--- config.mk ---
export PLATFORM = sky130hd
export DESIGN_NAME = serial_bin_recon
export DESIGN_NICKNAME = d
export VERILOG_FILES = /design/src/rtl/serial_bin_recon.sv
export SDC_FILE = /design/constraint.sdc
export NUM_CORES = 1
export LEC_CHECK = 0
export BUFFER_PORTS_ARGS = -buffer_cell sky130_fd_sc_hd__buf_2
export CORE_MARGIN = 2
export CORE_UTILIZATION = 30
export DETAILED_ROUTE_END_ITERATION = 8
export GPL_TIMING_DRIVEN = 1
export PLACE_DENSITY = 0.51
export SLEW_MARGIN = 20
export SYNTH_ARGS = -nofsm -noshare
export SYNTH_HDL_FRONTEND = slang
export SYNTH_SLANG_ARGS = --single-unit
export TNS_END_PERCENT = 100
--- constraint.sdc ---
create_clock -name clk -period 2.6 [get_ports clk]
set_input_delay 0.26 -clock clk [delete_from_list [all_inputs] [get_ports clk]]
set_output_delay 0.26 -clock clk [all_outputs]
set_load 0.05 [all_outputs]
--- src/rtl/serial_bin_recon.sv ---
module serial_bin_recon #(
  parameter int NBINS = 16,
  parameter int BIN_W = 12,
  parameter int GRP_K = 0,
  parameter int OUT_W = 12,
  localparam int STEP  = 1 << GRP_K,
  localparam int ACC_W = BIN_W + 1,
  localparam int LO_W  = NBINS * STEP,
  localparam int SUM_W = LO_W + ACC_W,
  localparam int IDX_W = $clog2(NBINS),
  localparam int PAD_W = $clog2(BIN_W)
) (
  input  logic                    clk,
  input  logic                    rst_n,
  input  logic                    start,
  output logic                    bin_req,
  output logic [IDX_W-1:0]        bin_idx,
  input  logic                    bin_ack,
  input  logic signed [BIN_W-1:0] bin_data,
  input  logic [PAD_W-1:0]        bin_pad,
  output logic                    bit_valid,
  output logic [STEP-1:0]         bit_data,
  output logic [SUM_W-1:0]        sum_out,
  output logic [OUT_W-1:0]        rnd_out,
  output logic                    done
);

  localparam int DROP = SUM_W - OUT_W;
  localparam logic [IDX_W-1:0] LAST = IDX_W'(NBINS - 1);

  typedef enum logic [1:0] {S_IDLE, S_RUN, S_FIN} state_t;

  state_t                  st_q;
  logic signed [ACC_W-1:0] acc_q;
  logic signed [ACC_W-1:0] addend;
  logic signed [ACC_W-1:0] acc_sum;
  logic [LO_W-1:0]         lo_q;
  logic [IDX_W-1:0]        idx_q;
  logic [OUT_W-1:0]        rnd_q;
  logic [OUT_W-1:0]        keep;
  logic                    round_up;
  logic                    take;

  assign take    = (st_q == S_RUN) && bin_ack;
  assign addend  = ACC_W'(bin_data) <<< bin_pad;
  assign acc_sum = acc_q + addend;

  assign sum_out  = {acc_q, lo_q};
  assign keep     = sum_out[SUM_W-1:DROP];
  assign round_up = sum_out[DROP-1] & ((|sum_out[DROP-2:0]) | keep[0]);

  assign bin_req = (st_q == S_RUN);
  assign bin_idx = idx_q;
  assign rnd_out = rnd_q;

  always_ff @(posedge clk or negedge rst_n) begin
    if (!rst_n) begin
      st_q      <= S_IDLE;
      acc_q     <= '0;
      lo_q      <= '0;
      idx_q     <= '0;
      rnd_q     <= '0;
      done      <= 1'b0;
      bit_valid <= 1'b0;
      bit_data  <= '0;
    end else begin
      done      <= (st_q == S_FIN);
      bit_valid <= take;
      if (take) bit_data <= acc_sum[STEP-1:0];
      unique case (st_q)
        S_IDLE: if (start) begin
          acc_q <= '0;
          lo_q  <= '0;
          idx_q <= '0;
          st_q  <= S_RUN;
        end
        S_RUN: if (bin_ack) begin
          acc_q <= acc_sum >>> STEP;
          lo_q  <= {acc_sum[STEP-1:0], lo_q[LO_W-1:STEP]};
          if (idx_q == LAST) st_q <= S_FIN;
          else idx_q <= idx_q + IDX_W'(1);
        end
        S_FIN: begin
          rnd_q <= keep + OUT_W'(round_up);
          st_q  <= S_IDLE;
        end
        default: st_q <= S_IDLE;
      endcase
    end
  end

endmodule

# After elaboration in Yosys (flattened, before gate mapping)
# Cells that the tools add are included.
# op_classes
n_addsub,3
n_eq_ne,7
n_shift,1
muxes,14
bitwise,2
n_reduce_logical,7
# op_table
cell,n
$mux 16,2
$pmux 16 s2,1
$mux 13,2
$pmux 13 s2,1
$reduce_or 16->1,1
$add 13x13->13,1
$sshl 12x4->13,1
$add 12x1->12,1
$mux 4,3
$pmux 4 s2,1
$mux 2,3
$reduce_and 3->1,2
$add 4x1->4 const B,1
$eq 4x4->1 const B,1
$ne 2x1->1 const B,2
$ne 2x2->1 const B,2
$pmux 2 s2,1
$reduce_and 4->1,1
$eq 2x1->1 const B,1
$eq 2x2->1 const B,1
$logic_not 2->1,1
$reduce_bool 2->1,1
$and 1x1->1,1
$logic_and 1x1->1,1
$or 1x1->1,1
# word_totals
regBits,50
input_bits,20
output_inout_bits,49
word_cells,42

# Logic depth before layout (Yosys ltp)
# Gate-level depths: netlist of run 1.
# logic_depth
word_depth,4
ltp_mapped,14
mapped_depth_nobuf,12

# Least setup slack after synthesis of run 1
# No wires, ideal clock.
# synth_path
kind,input -> register
from,in bin_pad[1]
to,reg acc_q[9]
setup_time_ns,0.122
arrival_ns,2.983
required_time_ns,2.478
path_slack_ns,-0.504
cell_stages,13
cell_sequence,clkbuf_1 buf_2 mux2i_1 nor2_1 a31oi_1 nor3_1 ha_1 nor2b_1 o311a_1 o31ai_1 a21boi_0 or3_1 a32o_1
# synth_via
elab_chain_cells,4
# synth_lines
item,line,source
"start, declared",20,"input logic [PAD_W-1:0] bin_pad,"
$sshl 12x4->13,45,assign addend = ACC_W'(bin_data) <<< bin_pad;
$add 13x13->13,46,assign acc_sum = acc_q + addend;
$mux 13,77,S_RUN: if (bin_ack) begin
$pmux 13 s2,70,unique case (st_q)
"end signal, assigned",78,acc_q <= acc_sum >>> STEP;
"end, declared",34,logic signed [ACC_W-1:0] acc_q;
# No other way between the ends. The select of a mux whose other input is x is not followed.
# A chain may end at the register's enable or synchronous reset.

# Worst setup path in the final report of run 1
# layout_path
from,in bin_pad[0]
to,reg acc_q[11]
# The elaborated chain is that of the path after synthesis.

==> qor.json, run 1 <==
{
  "cp_slowest_stage_delay_ns": 0.51,
  "cts_buffers": 5,
  "antenna_violations_before_repair": 0,
  "finalCritPeriodShare_pct": 95.8,
  "netlist.top_cell.by_area": "sky130_fd_sc_hd__dfrtp_1",
  "grt_setup_unrepaired": "false",
  "slew_hr_pct": 54.0,
  "cellLeakagePower_nw": 2.06,
  "drt_wl_total_um": 7800,
  "synth_top_area_share_pct": 39.9,
  "firstDrtPassIters": 4,
  "clock-sinks": 49,
  "syn_area_sq_mm": 0.00307,
  "final_cells": 580,
  "element_type_at_the_critical_path_start": "primary input",
  "synthDistinctLibCells": 54,
  "crit_path_end_kind": "flip-flop",
  "coreArea_sq_mm": 0.00986,
  "dominantRegCellSynth": "sky130_fd_sc_hd__dfrtp_1",
  "clk_latency_ns": 0.30,
  "areaGrowthSynthToFinish_pct": 36.3,
  "vias_in_the_first_global_route": 2755,
  "grt_max_degree": 50,
  "synth_sequential_area_ratio_pct": 39.9,
  "hold_path_class": "in -> async",
  "critPathMostFrequentCell": "sky130_fd_sc_hd__o21a_1",
  "synth-seq-cells": 49,
  "hpwlAfterDp_um": 6280,
  "buffer_ports.inserted": 68,
  "setup.worst_path.class": "in -> reg",
  "final_antenna_net_count": 0,
  "final_core_util_pct": 42.4,
  "worst_ep_arrival_time_ns": 2.73,
  "dieWidth_um": 105,
  "tns_ns": 0,
  "final_layout_size_suffix_gt1_share_pct": 37.1,
  "post_synth_inst_count": 328,
  "finalPower_mw": 4.57,
  "number_of_warnings_reported_in_the_yosys_synthesis_log": 0,
  "io-pin-count": 69,
  "syn_nets": 363,
  "drc": 0,
  "start_util_pct": 31.1,
  "synth-async-reset-ratio_pct": 100,
  "max_freq_mhz": 401,
  "report.final.hold_viol_count": 0,
  "regToRegEndpoint": "acc_q[11]",
  "setup_viol": 0,
  "cts.path.max_buffers": 2,
  "critPathTopFamily": "compound AO/OA/AOI/OAI gates",
  "design.die.area_sq_mm": 0.0111,
  "grt_first_pass_wirelength_um": 13300,
  "cp.buffers_inverters": 1,
  "routed_via_density": 4.79,
  "worst_ep_required_time_ns": 2.84,
  "tritoncts": "done",
  "cts.htree.levels": 2,
  "die_height_um": 105,
  "number_of_nets_in_the_layout": 481,
  "count_leader_synth": "sky130_fd_sc_hd__nand2_1",
  "worst_r2r_path_depth": 9,
  "cts.clk_slew.worst_paths_ns": 0.10,
  "cts_hold_buf": 0,
  "clk_root_buffer_cell": "sky130_fd_sc_hd__clkbuf_8",
  "path_max_fanout": 6,
  "syn_area_per_cell_sq_um": 9.36,
  "post_synth_most_frequent_cells": "sky130_fd_sc_hd__nand2_1 (50), sky130_fd_sc_hd__dfrtp_1 (49), sky130_fd_sc_hd__o21ai_0 (35)",
  "run_status": "finished, final reports clean",
  "max_cap_viol_count": 0,
  "vias": 2780,
  "worst_ir_drop_vdd_v": 0.000530,
  "finalWeightedCongestion": 0.902,
  "worstMarginPinSlew_ns": 0.690,
  "dp.cells": 571,
  "setup.reg_to_reg.worst_slack_ns": 0.27,
  "cellPowerDensity_mw_per_mm2": 1090,
  "globalRoute.totalOverflow": 0,
  "finalClockSkew_ns": 0.0114,
  "ys_top_cells_by_area": "sky130_fd_sc_hd__dfrtp_1 (40%), sky130_fd_sc_hd__nand2_1 (6.1%), sky130_fd_sc_hd__ha_1 (5.7%)",
  "synth-edff-count": 0,
  "detailedRoute.firstIterationViolations": 91,
  "number_of_max_slew_violations_in_the_final_report": 0,
  "reg_to_reg_start": "acc_q[0]",
  "timing.critical_path.cells": "buf_6, mux4_2, and2_1, o21a_1, ha_1, o21a_1, o311a_4, o311ai_4, a21oi_2, or4_1, nand3_1",
  "grt_usage_pct": 14.6,
  "rows": 36,
  "crit_slowest_cell": "sky130_fd_sc_hd__mux4_2",
  "avgRoutedWirePerCell_um": 13.5,
  "antennaDiodeCount": 0,
  "minimum_clock_period_ns": 2.49
}
==> where the power goes <==
part / switching, mW / leakage [nW] / internal (mW)
sequential: 0.296 / 0.649 / 1.01
clock: 0.271 / 0.0603 / 0.295
combinational: 1.75 / 1.35 / 0.937
==> timing repair <==
action	4_1_cts	5_1_grt
setup endpoints to repair	2	4
setup buffers	0	1
gates resized for setup	2	30
pin swaps	0	11
==> placed cells by master (no fill, tap or decap), drive strengths merged, types with 2 or more instances in the layout <==
cell,n
a211o,2
a211oi,3
a21o,5
a21oi,11
a22o,11
a31oi,2
a32o,3
and2,3
and3,5
buf,126
clkbuf,5
clkinv,3
dfrtp,49
ha,14
inv,12
mux2,4
mux2i,8
mux4,5
nand2,50
nand2b,3
nand3,11
nor2,19
nor2b,3
nor3,5
nor4,4
o211ai,2
o21a,2
o21ai,35
o21bai,2
o22ai,4
o31ai,2
or2,2
xnor2,11
xor2,5
==> layer usage <==
| layer | global-route usage [%] | wire length [um] |
|---|---|---|
| met5 | 0 | 0 |
| met4 | 2.86 | 50 |
| met3 | 1.75 | 257 |
| met2 | 24.3 | 3610 |
| met1 | 20.3 | 3880 |
==> flip-flops by register name (all words and copies together) (netlist names) <==
register / count
rnd_out: 12
st_q: 2
bin_idx: 4
acc_q: 12
bit_valid: 1
done: 1
lo_q: 16
bit_data: 1
==> how the worst max path moves through the flow <==
stage | startpoint | endpoint | slack, ns | cells after the start
6_report | bin_pad[0] | acc_q[11] | 0.11 | 11
5_1_grt | bin_pad[0] | acc_q[11] | 0.008 | 11
4_1_cts | bin_pad[0] | acc_q[11] | 0.008 | 14
3_5_place_dp | bin_pad[0] | acc_q[11] | -0.36 | 14
3_3_place_gp | bin_pad[0] | acc_q[11] | -0.30 | 14
2_1_floorplan | bin_pad[1] | acc_q[9] | -0.21 | 13
==> metrics by stage <==
| stage | worst slack, ns | hold slack, ns | instance area (sq um) |
|---|---|---|---|
| global route | 0.00768 | 0.0952 | 4190 |
| floorplan | -0.210 | -0.0356 | 3120 |
| detailed placement | -0.356 | 0.402 | 3960 |
| global placement | -0.302 | 0.406 | 3960 |
| CTS | 0.00781 | 0.0661 | 4080 |
| finish | 0.109 | 0.0478 | 4190 |
==> worst reg2reg max path, delay by kind of cell, from the launching register on <==
| family | cells | cell delay (ns) |
|---|---|---|
| buf+inv | 1 | 0.08 |
| fa+ha+maj | 2 | 0.42 |
| simple gates | 3 | 0.61 |
| compound gates | 3 | 0.77 |
| flops | 1 | 0.40 |
==> kinds of logic after synthesis <==
logic type,count (synthesis),share of synthesized area [%]
AO/OA/AOI/OAI,92,20.4
XOR/XNOR,16,4.56
adder cells (fa/ha/maj),15,6.35
buffers and inverters,28,3.95
flip-flops,49,39.9
multiplexers,17,8.11
AND/OR/NAND/NOR,111,16.7
==> area by class of cell <==
type / count / area, sq um
clock inverter: 3 / 50.0
sequential: 49 / 1230
timing repair buffer: 126 / 800
tap: 133 / 166
multi-input combinational: 251 / 1830
clock buffer: 5 / 68.8
fill: 1000 / 5680
inverter: 13 / 48.8
No activity file was read; power rests on OpenSTA's default activity.
==> inputs of run 2 (changes only) <==
==> constraint.sdc (replaced) <==
create_clock -name clk -period 2.6 [get_ports clk]
set_input_delay 0.26 -clock clk [delete_from_list [all_inputs] [get_ports clk]]
set_output_delay 0.26 -clock clk [all_outputs]
set_load 0.1 [all_outputs]
==> qor.json, run 2 (same netlist as run 1, synthesis figures left out) <==
{
  "drt_wl_total_um": 7740,
  "antenna_violations_before_repair": 0,
  "met3_wl_post_dr_um": 287,
  "reg_to_reg_start": "acc_q[0]",
  "buffer_ports.inserted": 68,
  "worstMarginPinSlew_ns": 0.708,
  "layout.cell_area.non_filler_sq_mm": 0.00417,
  "path_max_fanout": 5,
  "final_hold_slack_ns": 0.301,
  "cts_buffers": 5,
  "max_cap_viol_count": 0,
  "coreArea_sq_mm": 0.00986,
  "number_of_nets_in_the_layout": 487,
  "hold_path_class": "in -> reg",
  "design.die.area_sq_mm": 0.0111,
  "finalCritPeriodShare_pct": 96.6,
  "detailedRoute.firstIterationViolations": 112,
  "clk_root_buffer_cell": "sky130_fd_sc_hd__clkbuf_8",
  "start_util_pct": 31.1,
  "crit_path_end_kind": "flip-flop",
  "io-pin-count": 69,
  "tritoncts": "done",
  "grt_max_degree": 25,
  "tns_ns": 0,
  "layout_commonest_cell": "sky130_fd_sc_hd__buf_2",
  "vias_in_the_first_global_route": 2621,
  "dp.cells": 574,
  "clock-sinks": 49,
  "max_flop_register": "lo_q",
  "globalRoute.totalOverflow": 0,
  "cts.htree.levels": 2,
  "nFillCells": 981,
  "grt_usage_pct": 14.1,
  "clk_latency_ns": 0.30,
  "worst_hold_startpoint": "bin_ack",
  "cts.clk_slew.worst_paths_ns": 0.08,
  "multiInputGateArea_sq_mm": 0.00179,
  "worst_ep_arrival_time_ns": 2.75,
  "worst_ep_required_time_ns": 2.84,
  "largest_reg_flops": 16,
  "number_of_max_slew_violations_in_the_final_report": 0,
  "setup.worst_path.class": "in -> reg",
  "final_cell_mix": "sky130_fd_sc_hd__buf_2 (66), sky130_fd_sc_hd__buf_4 (62), sky130_fd_sc_hd__nand2_1 (50)",
  "finalClockSkew_ns": 0.00867,
  "cts.path.max_buffers": 2,
  "finalWeightedCongestion": 0.861,
  "max_freq_mhz": 398,
  "met1Wirelength_um": 3790,
  "final_layout_size_suffix_gt1_share_pct": 36.4,
  "routed_via_density": 4.76,
  "run_status": "finished, final reports clean",
  "sequential_area_sq_mm": 0.00123,
  "report.final.hold_viol_count": 0,
  "vias": 2787,
  "areaGrowthSynthToFinish_pct": 35.7,
  "met2_wire_length_um": 3530,
  "final_cells": 586,
  "avgRoutedWirePerCell_um": 13.2,
  "firstDrtPassIters": 4,
  "dr.max_layer_used": "met4",
  "worst_setup_path_startpoint": "bin_pad[0]",
  "antennaDiodeCount": 0,
  "slew_hr_pct": 52.8,
  "die_height_um": 105,
  "minimum_clock_period_ns": 2.51,
  "final_antenna_net_count": 0,
  "rows": 36,
  "dieWidth_um": 105,
  "placed_area_sq_mm": 0.00399,
  "grt_setup_unrepaired": "true",
  "element_type_at_the_critical_path_start": "primary input",
  "setup_viol": 0,
  "grt_first_pass_wirelength_um": 12700,
  "drc": 0,
  "hpwlAfterDp_um": 6240
}
run 2: repair_timing:
item | in CTS | in global routing
resized for setup | 0 | 17
endpoints found under the setup margin | 0 | 4
hold buffers | 1 | 0
buffers inserted | 0 | 3
hold endpoints to repair | 21 | 0
run 2: worst paths after layout:
check                      slack (ns)  depth (start not counted)          end
setup / recovery                 0.09                         11    acc_q[11]
hold / removal                   0.30                          3      st_q[0]
setup reg to reg                 0.28                          9     acc_q[9]
hold reg to reg                  0.48                          2   rnd_out[7]
max in group asynchronous        1.55                          3  rnd_out[11]
min in group asynchronous        0.46                          2      lo_q[8]
run 2: per-layer routing:
metal  vias up  track usage, %
met5         -               0
met3        10            2.18
li1       1441               -
met4         0            4.48
met1      1280            19.5
met2        56            22.5
run 2: per-stage QoR:
stage	utilization [%]	setup slack, ns
after global placement	40.5	-0.282
final	42.3	0.0891
after global routing	42.3	-0.0466
after floorplan	-	-0.212
after CTS	41.5	0.0490
after detailed placement	40.5	-0.261
run 2: cell type report:
class	count	area share (%)
Clock buffer	7	2.07
Clock inverter	1	0.180
Inverter	13	1.20
Multi-Input combinational cell	251	42.9
Sequential cell	49	29.5
Tap cell	133	3.99
Timing Repair Buffer	132	20.2
run 2: critical path, cell delays in order:
cell,delay (ns)
sky130_fd_sc_hd__clkbuf_4,0.16
sky130_fd_sc_hd__mux4_2,0.52
sky130_fd_sc_hd__and2_1,0.15
sky130_fd_sc_hd__o21a_1,0.17
sky130_fd_sc_hd__ha_1,0.29
sky130_fd_sc_hd__o21a_1,0.15
sky130_fd_sc_hd__o311a_4,0.24
sky130_fd_sc_hd__o311ai_4,0.09
sky130_fd_sc_hd__and3_1,0.18
sky130_fd_sc_hd__or4_1,0.46
sky130_fd_sc_hd__nand3_1,0.07
Power of run 2 is left out: the tool's default activity adds up to more than one toggle a clock period on the data nets, which glitch-free logic cannot reach.
